[config.mk]
export PLATFORM = sky130hd
export DESIGN_NAME = quad_window_overlay
export DESIGN_NICKNAME = d
export VERILOG_FILES = /design/src/rtl/quad_ovl_pkg.sv /design/src/rtl/quad_load_pipe.sv /design/src/rtl/quad_word_bank.sv /design/src/rtl/quad_window_overlay.sv
export SDC_FILE = /design/constraint.sdc
export NUM_CORES = 1
export LEC_CHECK = 0
export BUFFER_PORTS_ARGS = -buffer_cell sky130_fd_sc_hd__buf_2
export CAP_MARGIN = 30
export CORE_ASPECT_RATIO = 0.75
export CORE_MARGIN = 2
export CORE_UTILIZATION = 45
export DETAILED_ROUTE_END_ITERATION = 8
export HOLD_SLACK_MARGIN = 0.15
export PLACE_DENSITY = 0.75
export SYNTH_ARGS = -nofsm -noshare
export SYNTH_HDL_FRONTEND = slang
export SYNTH_SLANG_ARGS = --single-unit
export TNS_END_PERCENT = 100
[constraint.sdc]
create_clock -name clk -period 1.7 [get_ports clk]
set_input_delay 0.34 -clock clk [delete_from_list [all_inputs] [get_ports clk]]
set_output_delay 0.34 -clock clk [all_outputs]
set_load 0.01 [all_outputs]
[src/rtl/quad_ovl_pkg.sv]
package quad_ovl_pkg;
    localparam int LANES     = 4;
    localparam int LANE_BITS = $clog2(LANES);
    typedef logic [LANE_BITS-1:0] lane_t;
endpackage

[src/rtl/quad_load_pipe.sv]
module quad_load_pipe #(
    parameter int LOAD_LAT = 5,
    parameter int LW       = 128
) (
    input  logic          clk,
    input  logic          rst_n,
    input  logic          issue,
    input  logic [LW-1:0] issue_data,
    output logic          done,
    output logic [LW-1:0] done_data
);
    // Stage count excludes the final register write into the word bank.
    localparam int DEPTH = LOAD_LAT - 1;

    typedef struct packed {
        logic [DEPTH-1:0]         vld;
        logic [DEPTH-1:0][LW-1:0] dat;
    } pipe_t;

    pipe_t st_d, st_q;

    always_comb begin
        st_d = st_q;
        st_d.vld[0] = issue;
        st_d.dat[0] = issue_data;
        for (int s = 1; s < DEPTH; s++) begin
            st_d.vld[s] = st_q.vld[s-1];
            st_d.dat[s] = st_q.dat[s-1];
        end
    end

    always_ff @(posedge clk) begin
        if (!rst_n) begin
            st_q <= '0;
        end else begin
            st_q <= st_d;
        end
    end

    assign done      = st_q.vld[DEPTH-1];
    assign done_data = st_q.dat[DEPTH-1];
endmodule

[src/rtl/quad_word_bank.sv]
module quad_word_bank
    import quad_ovl_pkg::*;
#(
    parameter int DATA_W = 32
) (
    input  logic                         clk,
    input  logic                         rst_n,
    input  logic                         wr_hit,
    input  lane_t                        wr_lane,
    input  logic [DATA_W-1:0]            wr_data,
    input  logic                         ld_en,
    input  logic [LANES-1:0][DATA_W-1:0] ld_data,
    output logic [LANES-1:0][DATA_W-1:0] words
);
    typedef struct packed {
        logic [LANES-1:0][DATA_W-1:0] w;
    } bank_t;

    bank_t st_d, st_q;

    always_comb begin
        st_d = st_q;
        for (int k = 0; k < LANES; k++) begin
            if (ld_en) begin
                st_d.w[k] = ld_data[k];          // load wins on collision
            end else if (wr_hit && (wr_lane == lane_t'(k))) begin
                st_d.w[k] = wr_data;
            end
        end
    end

    always_ff @(posedge clk) begin
        if (!rst_n) begin
            st_q <= '0;
        end else begin
            st_q <= st_d;
        end
    end

    assign words = st_q.w;
endmodule

[src/rtl/quad_window_overlay.sv]
module quad_window_overlay
    import quad_ovl_pkg::*;
#(
    parameter int ADDR_W   = 9,
    parameter int DATA_W   = 32,
    parameter int LOAD_LAT = 5
) (
    input  logic                    clk,
    input  logic                    rst_n,
    input  logic                    map_valid,
    input  logic [ADDR_W-1:0]       map_base,
    input  logic                    load_issue,
    input  logic [4*DATA_W-1:0]     load_data,
    input  logic [ADDR_W-1:0]       rd_addr,
    input  logic [DATA_W-1:0]       rd_ram_data,
    output logic [DATA_W-1:0]       rd_data,
    input  logic                    wr_en,
    input  logic [ADDR_W-1:0]       wr_addr,
    input  logic [DATA_W-1:0]       wr_data,
    output logic                    ram_we,
    output logic [ADDR_W-1:0]       ram_waddr,
    output logic [DATA_W-1:0]       ram_wdata
);
    localparam int BLK_W = ADDR_W - LANE_BITS;
    localparam int LW    = LANES * DATA_W;

    typedef struct packed {
        logic             win_vld;
        logic [BLK_W-1:0] base_blk;
    } win_t;

    win_t win_d, win_q;
    logic win_vld_q;
    logic [BLK_W-1:0] base_blk_q;
    logic ld_done;
    logic [LW-1:0] ld_word;
    logic [LANES-1:0][DATA_W-1:0] words;
    logic rd_hit, wr_hit;

    always_comb begin
        win_d = win_q;
        if (map_valid) begin
            win_d.win_vld  = 1'b1;
            win_d.base_blk = map_base[ADDR_W-1:LANE_BITS];
        end
    end

    always_ff @(posedge clk) begin
        if (!rst_n) begin
            win_q <= '0;
        end else begin
            win_q <= win_d;
        end
    end

    assign win_vld_q  = win_q.win_vld;
    assign base_blk_q = win_q.base_blk;

    assign rd_hit = win_vld_q && (rd_addr[ADDR_W-1:LANE_BITS] == base_blk_q);
    assign wr_hit = wr_en && win_vld_q && (wr_addr[ADDR_W-1:LANE_BITS] == base_blk_q);

    quad_load_pipe #(.LOAD_LAT(LOAD_LAT), .LW(LW)) u_pipe (
        .clk        (clk),
        .rst_n      (rst_n),
        .issue      (load_issue),
        .issue_data (load_data),
        .done       (ld_done),
        .done_data  (ld_word)
    );

    quad_word_bank #(.DATA_W(DATA_W)) u_bank (
        .clk     (clk),
        .rst_n   (rst_n),
        .wr_hit  (wr_hit),
        .wr_lane (lane_t'(wr_addr[LANE_BITS-1:0])),
        .wr_data (wr_data),
        .ld_en   (ld_done),
        .ld_data (ld_word),
        .words   (words)
    );

    always_comb begin
        rd_data = rd_ram_data;
        if (rd_hit) begin
            rd_data = words[rd_addr[LANE_BITS-1:0]];
        end
    end

    assign ram_we    = wr_en;
    assign ram_waddr = wr_addr;
    assign ram_wdata = wr_data;
endmodule

== Word-level counts from Yosys, hierarchy flattened ==
Index checks and enable logic that the tools add are counted.

* $lt $le $gt $ge: 1
* Equality and inequality tests: 5
* Mux-type cells: 11
* Reductions and logical operators: 12

{| class="wikitable"
|+ Operators with widths
! operator !! number
|-
| $mux 32 || 10
|-
| $bmux 32 s2 || 1
|-
| $eq 7x7->1 || 2
|-
| $reduce_bool 2->1 || 4
|-
| $logic_and 1x1->1 || 7
|-
| $eq 2x2->1 const B || 2
|-
| $lt 2x3->1 const B || 1
|-
| $eq 2x1->1 const B || 1
|-
| $logic_not 2->1 || 1
|}

* Register bits: 652
* Output and inout bits: 74
* Word-level logic and storage cells: 40

== Logic depth before layout (Yosys ltp) ==
* Word-level depth: 5
* Gate-level depth with buffers: 6
* Depth with buffers taken out: 4

== Modules after synthesis ==
A second synthesis with hierarchy kept.

* Cell total of the unflattened synthesis: 1835
* Area total of the unflattened synthesis: 22193.8 µm²

{| class="wikitable"
|+ Modules (own cells, without submodules)
! module !! times used !! cells an instance !! area each (µm²) !! seq. area each (µm²)
|-
| quad_load_pipe || 1 || 1089 || 14022.2 || 10329.9
|-
| quad_word_bank || 1 || 586 || 6089.6 || 2562.5
|-
| quad_window_overlay || 1 || 160 || 2082.0 || 160.2
|}

== Least setup slack after synthesis ==
Ideal clock, no wire load.

* Path type: in2out
* Start point: in rd_addr[0]
* End point: out rd_data[10]
* Arrival: 1.473 ns
* Setup slack: -0.113 ns
* Stages: 4
* Buffers on the path: 2
* Path through: buf_2 buf_6 mux4_2 mux2_2

* Word-level cells in the longest chain between the ends: 3

{| class="wikitable"
|+ RTL lines
! element !! RTL line !! RTL
|-
| from (decl) || quad_window_overlay.sv:14 || <nowiki>input logic [ADDR_W-1:0] rd_addr,</nowiki>
|-
| $bmux 32 s2 || quad_window_overlay.sv:85 || <nowiki>rd_data = words[rd_addr[LANE_BITS-1:0]];</nowiki>
|-
| $mux 32 (not written as such) || quad_window_overlay.sv:85 ||
|-
| $mux 32 || quad_window_overlay.sv:84 || <nowiki>if (rd_hit) begin</nowiki>
|-
| to (decl) || quad_window_overlay.sv:16 || <nowiki>output logic [DATA_W-1:0] rd_data,</nowiki>
|}

No other way between the ends. The select of a mux whose other input is x is not followed.

== Final worst setup path ==
* Start point: reg win_q (netlist bit base_blk_q[6])
* End point: out rd_data[26]

* Word-level cells in the longest chain between the ends: 3

{| class="wikitable"
|+ RTL lines
! element !! RTL line !! RTL
|-
| from (decl) || quad_window_overlay.sv:32 || <nowiki>win_t win_d, win_q;</nowiki>
|-
| from (signal assigned) || quad_window_overlay.sv:52 || <nowiki>win_q <= win_d;</nowiki>
|-
| $eq 7x7->1 || quad_window_overlay.sv:59 || <nowiki>assign rd_hit = win_vld_q && (rd_addr[ADDR_W-1:LANE_BITS] == base_blk_q);</nowiki>
|-
| $logic_and 1x1->1 || quad_window_overlay.sv:59 ||
|-
| $mux 32 || quad_window_overlay.sv:84 ||
|}

No other way between the ends.

==> results by group <==
Worst setup path
  – Signal arrival time at the worst endpoint: between 2 and 2.5 ns
  – Minimum setup slack among reg-to-reg paths: -0.39 ns
  – Worst flop-to-flop path startpoint: base_blk_q[2]
  – End of the worst register-to-register path: u_bank.words[25]
  – Reg2reg path depth: 10
  – Type of the setup path with the least slack: reg -> out
  – Peak fanout along the critical path: 8
  – Worst path required time: between 1 and 1.5 ns
  – CP Launch Type: flop
  – Critical path capture point type: output port

Synthesis
  – Warning count from the yosys run: 0
  – Post-synth EDFFs: 0
  – Async SR Flop Fraction: 0
  – Cell type with the highest aggregate area in the netlist: dfxtp_1
  – Post-synthesis sequential area ratio: 0.587
  – Number of different library cells in the post-synthesis netlist: 24
  – Avg Synthesized Cell Area: between 10 and 15 um2
  – Synth Register Bits: 652
  – Fraction of synthesized cell area taken by the top area cell type: 0.587
  – Area of the mapped netlist: ~22000 um2
  – Prevailing post-synth register cell: dfxtp_1
  – Top post-synthesis cells by area: dfxtp_1 59%, and2_1 15%, o31ai_1 4.3%
  – Number of instances in the synthesized netlist: 2025
  – Syn_nets: ~2200

Hold path
  – Hold Path Class: reg -> reg
  – Worst hold path endpoint: u_pipe.done_data[116]
  – Cell count of the worst hold path: 1
  – Beginning of the worst hold path: u_pipe.st_d[500]

Timing
  – # setup viols final: 160
  – Setup repair after global routing missed its margin: true
  – Final setup skew: about 0.032 ns
  – Slew Viols, Final: 0
  – Max Freq: just under 400 MHz
  – Fin worst setup slack: -0.887 ns
  – Hold violation total from the final report: 0
  – Clock period minus worst slack: roughly 2.6 ns
  – Actual transition at the worst max-transition pin: between 0.6 and 0.7 ns
  – Period utilisation layout: 1.52
  – Slew margin rel.: 0.576
  – Total negative setup slack: -60.02 ns

Placed design
  – Final GP Congestion: roughly 0.9
  – IO Port Bufs: slightly below 300
  – Post-Place Worst Slack: -0.393 ns
  – Placed wire-length estimate after detailed placement: just over 40000 um

Floorplan
  – Die outline area: around 51000 um2
  – Die height: around 200 um
  – Starting Density: 0.456
  – IO Count: 298
  – Area inside the core boundary: 48800 um2
  – Number of core rows: 70
  – Horizontal die dimension: between 200 and 300 um

Routing
  – Routed wl met3: 7810 um
  – Length of routed wiring on met1: slightly below 30000 um
  – Uppermost signal routing layer after detailed routing: met5
  – Number of design rule violations left after detail routing: 0
  – Count of nets left with antenna violations after detail routing: 0
  – Average wire per cell in the routed design: around 23 um
  – Final routed wirelength across all metal layers: around 74000 um
  – Violation count after the first detailed-routing iteration: 1547
  – Number of optimization iterations in the first detailed-route pass: 5
  – Total number of vias: 17827
  – Detailed-routed wire length on met2: between 30000 and 40000 um
  – Vias per cell: around 5.6

Status
  – Violated checks: negative setup slack
  – Status: finished, violations left

Clock network
  – TritonCTS clock tree: built
  – H-Tree Level Count: 2
  – Clock buffer count from CTS: 60
  – Root Buffer: clkbuf_16
  – Clock transition at path regs: approximately 0.07 ns
  – Maximum clock insertion buffer count: 3
  – Clk sink count: roughly 650
  – Clk Latency, worst-skew pair: 0.63 ns

Layout
  – Fraction of final layout cells sized beyond drive strength 1: 0.302
  – Total Nets Final: around 2700
  – Util after Layout: 0.645
  – Post-synthesis to final-layout area growth: 41.6%

Global routing
  – Via count of the first global-routing pass: between 15000 and 20000
  – Initial antenna violation count: 15
  – Largest net degree at the start of global routing: 95
  – Total congestion overflow after global routing: 0
  – First-pass GRT wire length: around 110000 um
  – Global router's overall resource usage: 0.280

Power and ir drop
  – Power Density: between 1000 and 1500 nW/um2
  – Worst IR drop on VDD: 0.841 mV
  – Static power due to leakage: approximately 12 nW

Job
  – Number of maximum-capacitance constraint violations: 0
-- layer usage --
| metal | vias up | GRT usage |
|---|---|---|
| met5 | - | 0 |
| met4 | 16 | 0.100 |
| met3 | 256 | 0.0820 |
| met2 | 1004 | 0.445 |
| met1 | 8594 | 0.364 |
| li1 | 7957 | - |
-- worst max-delay path, cell delays in order, from the launching register on --
cell     delay, ns
dfxtp_2       0.36
xnor2_2       0.11
nand4_1       0.18
nor2_4        0.18
buf_12        0.14
buf_16        0.16
mux2_4        0.35
buf_6         0.13
-- where the power goes --
part / internal, mW / total, mW / switching [mW]
Sequential: 15.8 / 16.0 / 0.219
Combinational: 1.41 / 2.96 / 1.55
Clock: 7.97 / 13.9 / 5.95
-- cells in the mapped netlist (2+ instances only) --
master      n
buf_6      19
dfxtp_1   652
nor2b_1     9
o21ai_0   128
buf_2      23
o31ai_1   128
xnor2_1    14
mux2_2     32
nand2b_1    2
mux4_2     32
and2_1    518
mux2i_1     7
clkbuf_1  124
buf_4      69
a31oi_1   128
nand4_1   132
-- cells in the final DEF, fill, tap and decap left out, types with 7 or more instances in the layout --
master | netlist | layout
nand4_1 | 132 | 132
buf_12 | 0 | 32
clkinvlp_4 | 0 | 9
a31oi_1 | 128 | 128
mux2i_1 | 7 | 7
buf_2 | 23 | 262
mux2_4 | 0 | 32
buf_16 | 0 | 34
o21ai_0 | 128 | 128
and2_1 | 518 | 517
dlygate4sd3_1 | 0 | 177
clkbuf_16 | 0 | 65
buf_6 | 19 | 45
o31ai_4 | 0 | 113
nor2b_1 | 9 | 7
dfxtp_1 | 652 | 645
clkbuf_1 | 124 | 9
o31ai_2 | 0 | 15
buf_4 | 69 | 52
clkbuf_8 | 0 | 14
diode_2 | 0 | 7
xnor2_2 | 0 | 9
mux4_2 | 32 | 32
-- final cells by class --
type / instances / area (um2)
inverter: 1 / 8.76
fill: 3515 / 17300
sequential: 652 / 13100
clock inverter: 26 / 300
tap: 648 / 811
antenna: 7 / 17.5
clock buffer: 84 / 1750
timing repair buffer: 612 / 5750
multi-input combinational: 1138 / 9780
-- repair_timing --
action                                  in CTS  in global routing
hold buffers                               177                  0
hold endpoints to repair                   272                  0
pin swaps                                  110                 64
setup buffers                               36                  7
endpoints found under the setup margin     160                161
resized for setup                          288                 88
cloned                                      32                  4
-- logic make-up after synthesis --
kind of cell,share of synthesized area
DFF,0.587
muxes,0.0518
xor gates and xnor gates,0.00552
AOI/OAI and AO/OA,0.108
buffers and inverters,0.0592
and+or+nand+nor,0.188
-- through the flow --
stage	hold WS, ns	total power, mW	std cells	area (um2)
after floorplan	0.406	17.3	2025	22400
after global placement	0.416	18.2	2807	24200
after detailed placement	0.417	18.2	2807	24200
after CTS	0.377	32.8	3160	30900
after global routing	0.422	33.8	3163	31500
final	0.416	32.9	3168	31500
-- sequential cells by signal (all words and copies together) (netlist names) --
signal	flops
u_pipe.done	1
win_vld_q	1
base_blk_q	7
u_pipe.st_d	387
u_pipe.done_data	128
u_bank.words	128
-- worst max path at each step --
stage	from	to	slack (ns)
floorplan	rd_addr[0]	rd_data[10]	-0.02
global route	base_blk_q[2]	rd_data[26]	-0.93
detailed placement	rd_addr[5]	rd_data[26]	-0.39
finish	base_blk_q[6]	rd_data[26]	-0.89
global placement	rd_addr[5]	rd_data[26]	-0.35
CTS	base_blk_q[3]	rd_data[31]	-0.95
(Power assumes the default switching activity.)
